## config.mk

```make
export PLATFORM = sky130hd
export DESIGN_NAME = ldadd_core
export DESIGN_NICKNAME = d
export VERILOG_FILES = /design/src/rtl/ldadd_pkg.sv /design/src/rtl/ldadd_decode.sv /design/src/rtl/ldadd_regfile.sv /design/src/rtl/ldadd_alu.sv /design/src/rtl/ldadd_ctrl.sv /design/src/rtl/ldadd_core.sv
export SDC_FILE = /design/constraint.sdc
export NUM_CORES = 2
export LEC_CHECK = 0
export BUFFER_PORTS_ARGS = -buffer_cell sky130_fd_sc_hd__buf_4
export CAP_MARGIN = 20
export CELL_PAD_IN_SITES_DETAIL_PLACEMENT = 0
export CELL_PAD_IN_SITES_GLOBAL_PLACEMENT = 1
export CORE_ASPECT_RATIO = 1.1
export CORE_MARGIN = 5
export CORE_UTILIZATION = 55
export DETAILED_ROUTE_END_ITERATION = 16
export PLACE_DENSITY = 0.77
export SETUP_SLACK_MARGIN = 0.05
export SKIP_CTS_REPAIR_TIMING = 1
export SLEW_MARGIN = 25
export SYNTH_ARGS = -nofsm -noshare
export SYNTH_HDL_FRONTEND = slang
export SYNTH_SLANG_ARGS = --single-unit
```

## constraint.sdc

```tcl
create_clock -name clk -period 3.65 [get_ports clk]
set_input_delay 0 -clock clk [delete_from_list [all_inputs] [get_ports clk]]
set_output_delay 0 -clock clk [all_outputs]
set_load 0.01 [all_outputs]
```

## src/rtl/ldadd_pkg.sv

```systemverilog
package ldadd_pkg;

  localparam logic [1:0] OPC_ARITH = 2'b10;
  localparam logic [1:0] OPC_MEM   = 2'b11;
  localparam logic [5:0] FN_ADDCC  = 6'b010000;
  localparam logic [5:0] FN_LOAD   = 6'b000000;
  localparam int         CONST_W   = 13;

  typedef enum logic [2:0] {
    ST_FETCH  = 3'd0,
    ST_DECODE = 3'd1,
    ST_EXEC   = 3'd2,
    ST_MEM    = 3'd3,
    ST_WB     = 3'd4,
    ST_HALT   = 3'd5
  } state_t;

  typedef enum logic [1:0] {
    K_ADD = 2'd0,
    K_LD  = 2'd1,
    K_BAD = 2'd2
  } kind_t;

endpackage

```

## src/rtl/ldadd_decode.sv

```systemverilog
module ldadd_decode
  import ldadd_pkg::*;
#(
  parameter int XLEN = 32,
  parameter int RW   = 5
) (
  input  logic [31:0]     instr,
  output kind_t           kind,
  output logic [RW-1:0]   rd,
  output logic [RW-1:0]   rs1,
  output logic [RW-1:0]   rs2,
  output logic            use_imm,
  output logic [XLEN-1:0] imm
);

  logic [1:0] opc;
  logic [5:0] fn;

  assign opc     = instr[31:30];
  assign fn      = instr[24:19];
  assign rd      = instr[25 +: RW];
  assign rs1     = instr[14 +: RW];
  assign rs2     = instr[0 +: RW];
  assign use_imm = instr[13];

  generate
    if (XLEN > CONST_W) begin : g_sext
      assign imm = {{(XLEN-CONST_W){instr[CONST_W-1]}}, instr[CONST_W-1:0]};
    end else begin : g_trunc
      assign imm = instr[XLEN-1:0];
    end
  endgenerate

  always_comb begin
    if (opc == OPC_ARITH && fn == FN_ADDCC) begin
      kind = K_ADD;
    end else if (opc == OPC_MEM && fn == FN_LOAD) begin
      kind = K_LD;
    end else begin
      kind = K_BAD;
    end
  end

endmodule

```

## src/rtl/ldadd_regfile.sv

```systemverilog
module ldadd_regfile #(
  parameter int XLEN = 32,
  parameter int NREG = 32,
  localparam int RW  = $clog2(NREG)
) (
  input  logic            clk,
  input  logic            we,
  input  logic [RW-1:0]   wa,
  input  logic [XLEN-1:0] wd,
  input  logic [RW-1:0]   ra1,
  input  logic [RW-1:0]   ra2,
  output logic [XLEN-1:0] rd1,
  output logic [XLEN-1:0] rd2
);

  logic [XLEN-1:0] regs [NREG];

  always_ff @(posedge clk) begin
    if (we && (wa != '0)) begin
      regs[wa] <= wd;
    end
  end

  assign rd1 = (ra1 == '0) ? '0 : regs[ra1];
  assign rd2 = (ra2 == '0) ? '0 : regs[ra2];

endmodule

```

## src/rtl/ldadd_alu.sv

```systemverilog
module ldadd_alu #(
  parameter int XLEN = 32
) (
  input  logic [XLEN-1:0] a,
  input  logic [XLEN-1:0] b,
  output logic [XLEN-1:0] sum,
  output logic [3:0]      flg
);

  logic cout;
  logic ovf;

  assign {cout, sum} = {1'b0, a} + {1'b0, b};
  assign ovf = (a[XLEN-1] == b[XLEN-1]) && (sum[XLEN-1] != a[XLEN-1]);
  assign flg = {sum[XLEN-1], (sum == '0), ovf, cout};

endmodule

```

## src/rtl/ldadd_ctrl.sv

```systemverilog
module ldadd_ctrl
  import ldadd_pkg::*;
(
  input  logic   clk,
  input  logic   rst_n,
  input  kind_t  kind,
  input  logic   misaligned,
  output state_t state,
  output logic   ir_en,
  output logic   opnd_en,
  output logic   res_en,
  output logic   mdr_en,
  output logic   wb_en,
  output logic   set_ill,
  output logic   set_aln
);

  state_t nxt;

  always_comb begin
    nxt     = state;
    ir_en   = 1'b0;
    opnd_en = 1'b0;
    res_en  = 1'b0;
    mdr_en  = 1'b0;
    wb_en   = 1'b0;
    set_ill = 1'b0;
    set_aln = 1'b0;
    case (state)
      ST_FETCH: begin
        ir_en = 1'b1;
        nxt   = ST_DECODE;
      end
      ST_DECODE: begin
        if (kind == K_BAD) begin
          set_ill = 1'b1;
          nxt     = ST_HALT;
        end else begin
          opnd_en = 1'b1;
          nxt     = ST_EXEC;
        end
      end
      ST_EXEC: begin
        if (kind == K_LD && misaligned) begin
          set_aln = 1'b1;
          nxt     = ST_HALT;
        end else begin
          res_en = 1'b1;
          nxt    = (kind == K_LD) ? ST_MEM : ST_WB;
        end
      end
      ST_MEM: begin
        mdr_en = 1'b1;
        nxt    = ST_WB;
      end
      ST_WB: begin
        wb_en = 1'b1;
        nxt   = ST_FETCH;
      end
      ST_HALT: nxt = ST_HALT;
      default: nxt = ST_HALT;
    endcase
  end

  always_ff @(posedge clk or negedge rst_n) begin
    if (!rst_n) begin
      state <= ST_FETCH;
    end else begin
      state <= nxt;
    end
  end

endmodule

```

## src/rtl/ldadd_core.sv

```systemverilog
module ldadd_core
  import ldadd_pkg::*;
#(
  parameter int XLEN = 32,
  parameter int NREG = 32,
  localparam int RW  = $clog2(NREG)
) (
  input  logic            clk,
  input  logic            rst_n,
  output logic [XLEN-1:0] mem_addr,
  output logic            mem_rd,
  input  logic [XLEN-1:0] mem_rdata,
  output logic [3:0]      cc_flags,
  output logic            rt_valid,
  output logic [RW-1:0]   rt_rd,
  output logic [XLEN-1:0] rt_data,
  output logic            halted,
  output logic            err_illegal,
  output logic            err_align
);

  localparam logic [XLEN-1:0] PC_STEP = XLEN'(4);

  logic [1:0]      rst_sync;
  logic            rst_core_n;
  state_t          state;
  logic            ir_en, opnd_en, res_en, mdr_en, wb_en, set_ill, set_aln;
  logic [31:0]     ir;
  logic [XLEN-1:0] pc, opa, opb, res, mdr;
  kind_t           kind;
  logic [RW-1:0]   f_rd, f_rs1, f_rs2;
  logic            use_imm;
  logic [XLEN-1:0] imm, rf_a, rf_b, alu_sum, wb_data;
  logic [3:0]      alu_flg;
  logic            flag_en;

  // reset: asserted at once, released after two clock edges
  always_ff @(posedge clk or negedge rst_n) begin
    if (!rst_n) begin
      rst_sync <= 2'b00;
    end else begin
      rst_sync <= {rst_sync[0], 1'b1};
    end
  end
  assign rst_core_n = rst_sync[1];

  ldadd_ctrl u_ctrl (
    .clk        (clk),
    .rst_n      (rst_core_n),
    .kind       (kind),
    .misaligned (alu_sum[1:0] != 2'b00),
    .state      (state),
    .ir_en      (ir_en),
    .opnd_en    (opnd_en),
    .res_en     (res_en),
    .mdr_en     (mdr_en),
    .wb_en      (wb_en),
    .set_ill    (set_ill),
    .set_aln    (set_aln)
  );

  ldadd_decode #(.XLEN(XLEN), .RW(RW)) u_dec (
    .instr   (ir),
    .kind    (kind),
    .rd      (f_rd),
    .rs1     (f_rs1),
    .rs2     (f_rs2),
    .use_imm (use_imm),
    .imm     (imm)
  );

  ldadd_regfile #(.XLEN(XLEN), .NREG(NREG)) u_rf (
    .clk (clk),
    .we  (wb_en),
    .wa  (f_rd),
    .wd  (wb_data),
    .ra1 (f_rs1),
    .ra2 (f_rs2),
    .rd1 (rf_a),
    .rd2 (rf_b)
  );

  ldadd_alu #(.XLEN(XLEN)) u_alu (
    .a   (opa),
    .b   (opb),
    .sum (alu_sum),
    .flg (alu_flg)
  );

  // architectural state with reset
  always_ff @(posedge clk or negedge rst_core_n) begin
    if (!rst_core_n) begin
      pc          <= '0;
      ir          <= '0;
      cc_flags    <= '0;
      err_illegal <= 1'b0;
      err_align   <= 1'b0;
    end else begin
      if (wb_en) begin
        pc <= pc + PC_STEP;
      end
      if (ir_en) begin
        ir <= mem_rdata[31:0];
      end
      if (flag_en) begin
        cc_flags <= alu_flg;
      end
      if (set_ill) begin
        err_illegal <= 1'b1;
      end
      if (set_aln) begin
        err_align <= 1'b1;
      end
    end
  end

  // datapath staging registers, no reset
  always_ff @(posedge clk) begin
    if (opnd_en) begin
      opa <= rf_a;
      opb <= use_imm ? imm : rf_b;
    end
    if (res_en) begin
      res <= alu_sum;
    end
    if (mdr_en) begin
      mdr <= mem_rdata;
    end
  end

  assign flag_en  = wb_en && (kind == K_ADD);
  assign wb_data  = (kind == K_LD) ? mdr : res;
  assign mem_addr = (state == ST_MEM) ? res : pc;
  assign mem_rd   = (state == ST_FETCH) || (state == ST_MEM);
  assign halted   = (state == ST_HALT);
  assign rt_valid = wb_en;
  assign rt_rd    = f_rd;
  assign rt_data  = wb_data;

endmodule

```

# Word-level counts from Yosys, hierarchy flattened
# Memory sizes are Yosys's and may differ from the RTL's. A register that Yosys moved wholly into a read port is not among the register bits.
# Cells that the tools add are included.
[word_totals]
reg_bits = 171
latchBits = 0
ram_bits = 1024
mem_bits_ro = 0
in_bits = 34
out_inout_bits = 78
memories = 1
[classes]
n_addsub = 2
n_mul = 0
n_div = 0
magnitude_cmp = 0
eq_ne = 12
n_shift = 0
n_mux = 23
bitwise_logic = 0
n_reduce_logical = 15
[mem_list]
columns = ["name", "depth", "width", "read_ports", "rd_clocked_by_memory_dff", "wr", "line_no", "text"]
rows = [
  ["u_rf.regs", 32, 32, 2, 1, 1, "ldadd_regfile.sv:16", "logic [XLEN-1:0] regs [NREG];"],
]
[ops]
columns = ["op", "count"]
rows = [
  ["32-bit 2-to-1 mux", 4],
  ["32-bit by 32-bit adder with 33-bit output", 1],
  ["32-bit by 3-bit adder with 32-bit output (second input constant)", 1],
  ["32-bit logical NOT", 1],
  ["3-bit case mux with 5 select lines", 1],
  ["1-bit 2-to-1 mux", 13],
  ["5-bit logical NOT", 2],
  ["3-bit 2-to-1 mux", 3],
  ["2-bit equality test (second input constant)", 3],
  ["3-bit by 2-bit equality test with 1-bit output (second input constant)", 2],
  ["3-bit equality test (second input constant)", 2],
  ["6-bit by 5-bit equality test with 1-bit output (second input constant)", 1],
  ["1-bit logical AND", 6],
  ["6-bit logical NOT", 1],
  ["5-bit nonzero test", 1],
  ["2-bit 2-to-1 mux", 2],
  ["3-bit by 1-bit equality test with 1-bit output (second input constant)", 1],
  ["3-bit logical NOT", 1],
  ["2-bit by 1-bit equality test with 1-bit output (second input constant)", 1],
  ["2-bit logical NOT", 1],
  ["2-bit nonzero test", 1],
  ["1-bit equality test", 1],
  ["1-bit logical OR", 1],
  ["1-bit != test", 1],
]

# Depth between registers and ports, before layout
[logic_depth]
depth_word = 8
mapped_depth = 12

# By module
# A second synthesis with hierarchy kept.
[hier_totals]
cells_unflattened = 3332
area_unflattened_um2 = 58172.0
[by_module_without_submodules]
columns = ["module", "instances", "cells_per_inst", "area_per_inst_um2", "seq_area_each_um2"]
rows = [
  ["ldadd_regfile", 1, 2564, 47929.7, 30749.5],
  ["ldadd_core", 1, 438, 7797.5, 5595.4],
  ["ldadd_alu", 1, 250, 1800.5, 0.0],
  ["ldadd_decode", 1, 53, 399.1, 0.0],
  ["ldadd_ctrl", 1, 27, 245.2, 75.1],
]

# Worst setup path after synthesis
# Ideal clock, no wire load.
[synth_path]
kind = "flip-flop to flip-flop"
start = "register ir[20]"
end = "register opa[0], read port of u_rf.regs (enable)"
arrival_ns = 5.728
required_ns = 3.085
setup_slack_ns = -2.642
path_stages_with_launch = 5
synth_period_minus_slack_ns = 6.292
cell_sequence = "dfrtp_1 -> or4b_4 -> nor3_4 -> o21ai_0 -> nor3_1"
[synth_via]
elab_chain_cells = 7
[synth_rtl]
columns = ["element", "line_no", "text"]
rows = [
  ["start: declaration", "ldadd_core.sv:28", "logic [31:0] ir;"],
  ["start signal: assignment", "ldadd_core.sv:103", "ir <= mem_rdata[31:0];"],
  ["6-bit logical NOT", "ldadd_decode.sv:37", "end else if (opc == OPC_MEM && fn == FN_LOAD) begin"],
  ["1-bit logical AND", "ldadd_decode.sv:37", ""],
  ["2-bit 2-to-1 mux", "ldadd_decode.sv:37", ""],
  ["2-bit 2-to-1 mux *", "ldadd_decode.sv:35", "if (opc == OPC_ARITH && fn == FN_ADDCC) begin"],
  ["2-bit equality test *", "ldadd_ctrl.sv:35", "if (kind == K_BAD) begin"],
  ["1-bit 2-to-1 mux *", "ldadd_ctrl.sv:35", ""],
  ["1-bit 2-to-1 mux *", "ldadd_ctrl.sv:29", "case (state)"],
  ["via opnd_en", "ldadd_core.sv:27", "logic ir_en, opnd_en, res_en, mdr_en, wb_en, set_ill, set_aln;"],
  ["end: declaration", "ldadd_core.sv:29", "logic [XLEN-1:0] pc, opa, opb, res, mdr;"],
]
# Mark *: on every way through the listed nets, which the timed path passes. The rest lies on a longest branch.
# A chain may end at the register's enable or synchronous reset.

# Worst setup path in the final report
[layout_path]
start = "register opb[0]"
end = "register cc_flags[2]"
[layout_via]
elab_chain_cells = 2
[layout_rtl]
columns = ["element", "line_no", "text"]
rows = [
  ["start: declaration", "ldadd_core.sv:29", ""],
  ["start signal: assignment", "ldadd_core.sv:121", "opb <= use_imm ? imm : rf_b;"],
  ["32-bit by 32-bit adder with 33-bit output", "ldadd_alu.sv:13", "assign {cout, sum} = {1'b0, a} + {1'b0, b};"],
  ["via alu_sum[4]", "ldadd_core.sv:33", "logic [XLEN-1:0] imm, rf_a, rf_b, alu_sum, wb_data;"],
  ["32-bit logical NOT", "ldadd_alu.sv:15", "assign flg = {sum[XLEN-1], (sum == '0), ovf, cout};"],
  ["end signal: assignment", "ldadd_core.sv:106", "cc_flags <= alu_flg;"],
  ["end: declaration", "ldadd_core.sv:13", "output logic [3:0] cc_flags,"],
]
# The timed path passes the listed nets, and every way through them passes these cells.

==> impl_metrics.toml <==
[critical_path]
worst-setup-path-type = "reg2reg"
critPathLaunchType = "flip-flop"
crit_path_end_kind = "flip-flop"
critical_path_arrival_ns = 4.38
rr_worst_depth = 12
critPathRequiredTime_ns = 4.27
reg2reg_to = "cc_flags[2]"
rrSetupSlack_ns = -0.11
r2r-start = "opb[0]"
critical_path_peak_fanout = 2

[sta]
finClkSkew_ns = 0.02775
fin_crit_ns = 3.764
fin_setup_tns_ns = -0.1139
maxSlewViolCount = 0
maxSlewHeadroom_pct = 31.04
tightest_slew_ns = 1.034
finalHoldViolations = 0
setup_viol = 1
post-route-period-util_pct = 103.1
rsz0062_at_grt = "yes"
worst_slack_ns = -0.1139
fmax_mhz = 265.7

[status]
status = "complete, but fails checks"
violations = "negative setup slack"

[power]
p_int_w = 0.02255
clkPwrFrac_pct = 45.1
power_frac_comb_pct = 0.7
swShare_pct = 19.47
max-vdd-ir-drop_mv = 0.3696
seqPwrFrac_pct = 54.2
powerDensity_nw_per_um2 = 430.7
p_leak_nw = 15.56
p_switching_w = 0.005453

[grt]
grtUsageTotal_pct = 29.95
grt_start_max_net_pins = 65
antenna_found_initial = 1
overflow = 0
first_global_vias = 32220
grt_pass1_wl_microns = 233000

[finish]
final_common_cell = "edfxtp_1"
n_fill_cell = 6784
fin_nets = 3108
fin_util_pct = 63.72
syn_to_final_growth_pct = 15.19
layout_common_cells = "1152 x edfxtp_1, 638 x mux4_2, 266 x buf_4"
drive_gt1_share_pct = 40.95
layout.cells.non_filler = 4519

[placement]
place_hpwl_microns = 99570
numPlacedInstances = 4260
port_buffers = 111
gp_congestion = 0.9696

[cts]
cts_tree = "built"
cts.htree.levels = 3
clock_sinks = 1225
root_buffer = "clkbuf_16"
clk_latency_ns = 0.73
cts_inserted_buffers = 119
cts_max_path_buffers = 3
clk_pin_slew_worst_paths_ns = 0.06

[flow_run]
max_cap_viol_count = 0

[drt]
routedWlPerCell_microns = 36.07
routed_wl_microns = 163000
drtIter0Drc = 4094
viasPerCell = 6.998
remaining_drc_errors = 0
dr.pass1.iters = 6
vias = 31620
ant_nets = 0

[yosys]
synth-seq-cells = 1225
synth-edff-count = 1152
synth-main-ff-cell = "edfxtp_1"
synthArstFlopShare_pct = 5.959
ys_seq_area_share_pct = 64.52
synthDistinctLibCells = 61
syn_inst = 2745
syn_area_per_cell_sq_um = 20.56
yosys_warnings = 0
synth_area_sq_um = 56450

[floorplan]
die_h_microns = 346.0
fp-row-count = 123
die_x_microns = 315.4
initial_utilization_pct = 55.32
io_pins = 112
die_area_sq_um = 109100
core_sq_um = 102000

[min_path]
hold_end = "mdr[27]"
whs_path_depth = 2
worstHoldPathType = "in2reg"
hp-start = "mem_rdata[27]"
==> per-layer routing <==
metal / up-vias / wire (microns) / GRT usage [%]
met5: - / 0 / 0
met4: 0 / 5467 / 9.633
met3: 282 / 16590 / 5.586
met2: 1909 / 79350 / 47.64
met1: 17100 / 61590 / 43.06
li1: 12340 / - / -
==> cell families (layout without fill, tap and decap cells) <==
kind of cell,Yosys count,after routing,share of synthesized area [%]
buffers and inverters,206,573,1.403
other,2,34,0.01330
flip-flops,1225,1225,64.52
AND/OR/NAND/NOR,272,272,2.274
multiplexers,797,797,28.49
adder cells (fa/ha/maj),34,34,0.7670
XOR/XNOR,53,53,0.8224
AO/OA/AOI/OAI,156,156,1.709
==> cells in the mapped netlist, types with 6 or more instances <==
master       n  area (sq um)
edfxtp_1  1152         34590
mux4_2     638         14370
clkbuf_1   124         465.5
nor2_1     106         397.9
mux2_2      95          1070
dfrtp_1     73          1827
buf_1       67         251.5
nand2_1     67         251.5
mux2i_1     63         630.6
o21ai_0     54         270.3
xnor2_1     39         341.6
a21oi_1     33         165.2
ha_1        33         412.9
nand3_1     22         110.1
a21o_1      14         105.1
xor2_1      14         122.6
and3_1      12         75.07
nor3_1      12         60.06
inv_1        9         33.78
nand4_1      9         56.30
o21a_1       8         60.06
a31oi_1      7         43.79
a211oi_1     6         45.04
nand2b_1     6         37.54
nor4_1       6         37.54
or3_1        6         37.54
==> area by class of cell <==
type / count / area (sq um) / area share (%)
clock inverter: 76 / 822.0 / 1.264
tap: 1375 / 1720 / 2.646
inverter: 10 / 37.54 / 0.05773
sequential: 1225 / 36460 / 56.07
antenna: 1 / 2.502 / 0.003849
clock buffer: 148 / 3199 / 4.921
multi-input combinational: 1345 / 19660 / 30.24
timing repair buffer: 339 / 3118 / 4.796
==> state kept, by name, summed over array words and instances, names as in the netlist, 3 cells and up <==
| name | flops |
|---|---|
| u_rf.regs | 1024 |
| u_ctrl.state | 3 |
| pc | 30 |
| mdr | 32 |
| res | 32 |
| cc_flags | 4 |
| opa | 32 |
| opb | 32 |
| ir | 32 |
==> worst max-delay path, cell delays in order, from the launching register on <==
cell and delay, ns:
edfxtp_1 0.38, ha_2 0.20, fa_2 0.34, a21o_1 0.21
a21oi_2 0.17, xnor2_2 0.08, or4_1 0.52, or3_4 0.34
or4_4 0.45, nor4b_4 0.21, nand4_1 0.14, or4_4 0.45
o31ai_2 0.17
==> per-stage QoR <==
stage / area (sq um) / power (W) / hold WS [ns] / setup WS (ns)
6_report: 65020 / 0.02800 / 0.02750 / -0.1139
5_1_grt: 65020 / 0.02877 / 0.009664 / -0.2937
4_1_cts: 64630 / 0.02815 / -0.9831 / -0.2473
3_5_place_dp: 60610 / 0.01564 / -0.2166 / -0.2304
3_3_place_gp: 60610 / 0.01564 / -0.2186 / -0.3515
2_1_floorplan: 56580 / 0.01555 / -0.2956 / 0.05271
==> power groups by stage <==
stage	clock network [W]	logic, W	registers, W
after CTS	0.0128	0.000163	0.0152
after global routing	0.0134	0.000205	0.0152
final	0.0126	0.000195	0.0152
after detailed placement	0	0.000161	0.0155
after floorplan	0	0.0000761	0.0155
after global placement	0	0.000161	0.0155
==> worst max path at each step <==
stage / startpoint / slack [ns] / endpoint / cells after the start
3_3_place_gp: opa[0] / -0.35 / cc_flags[2] / 12
5_1_grt: opb[0] / -0.29 / cc_flags[2] / 12
3_5_place_dp: opb[0] / -0.23 / cc_flags[2] / 12
2_1_floorplan: opa[0] / 0.05 / cc_flags[2] / 12
6_report: opb[0] / -0.11 / cc_flags[2] / 12
4_1_cts: opa[0] / -0.25 / cc_flags[2] / 12
Note: power is estimated with default switching activity, not from simulation.
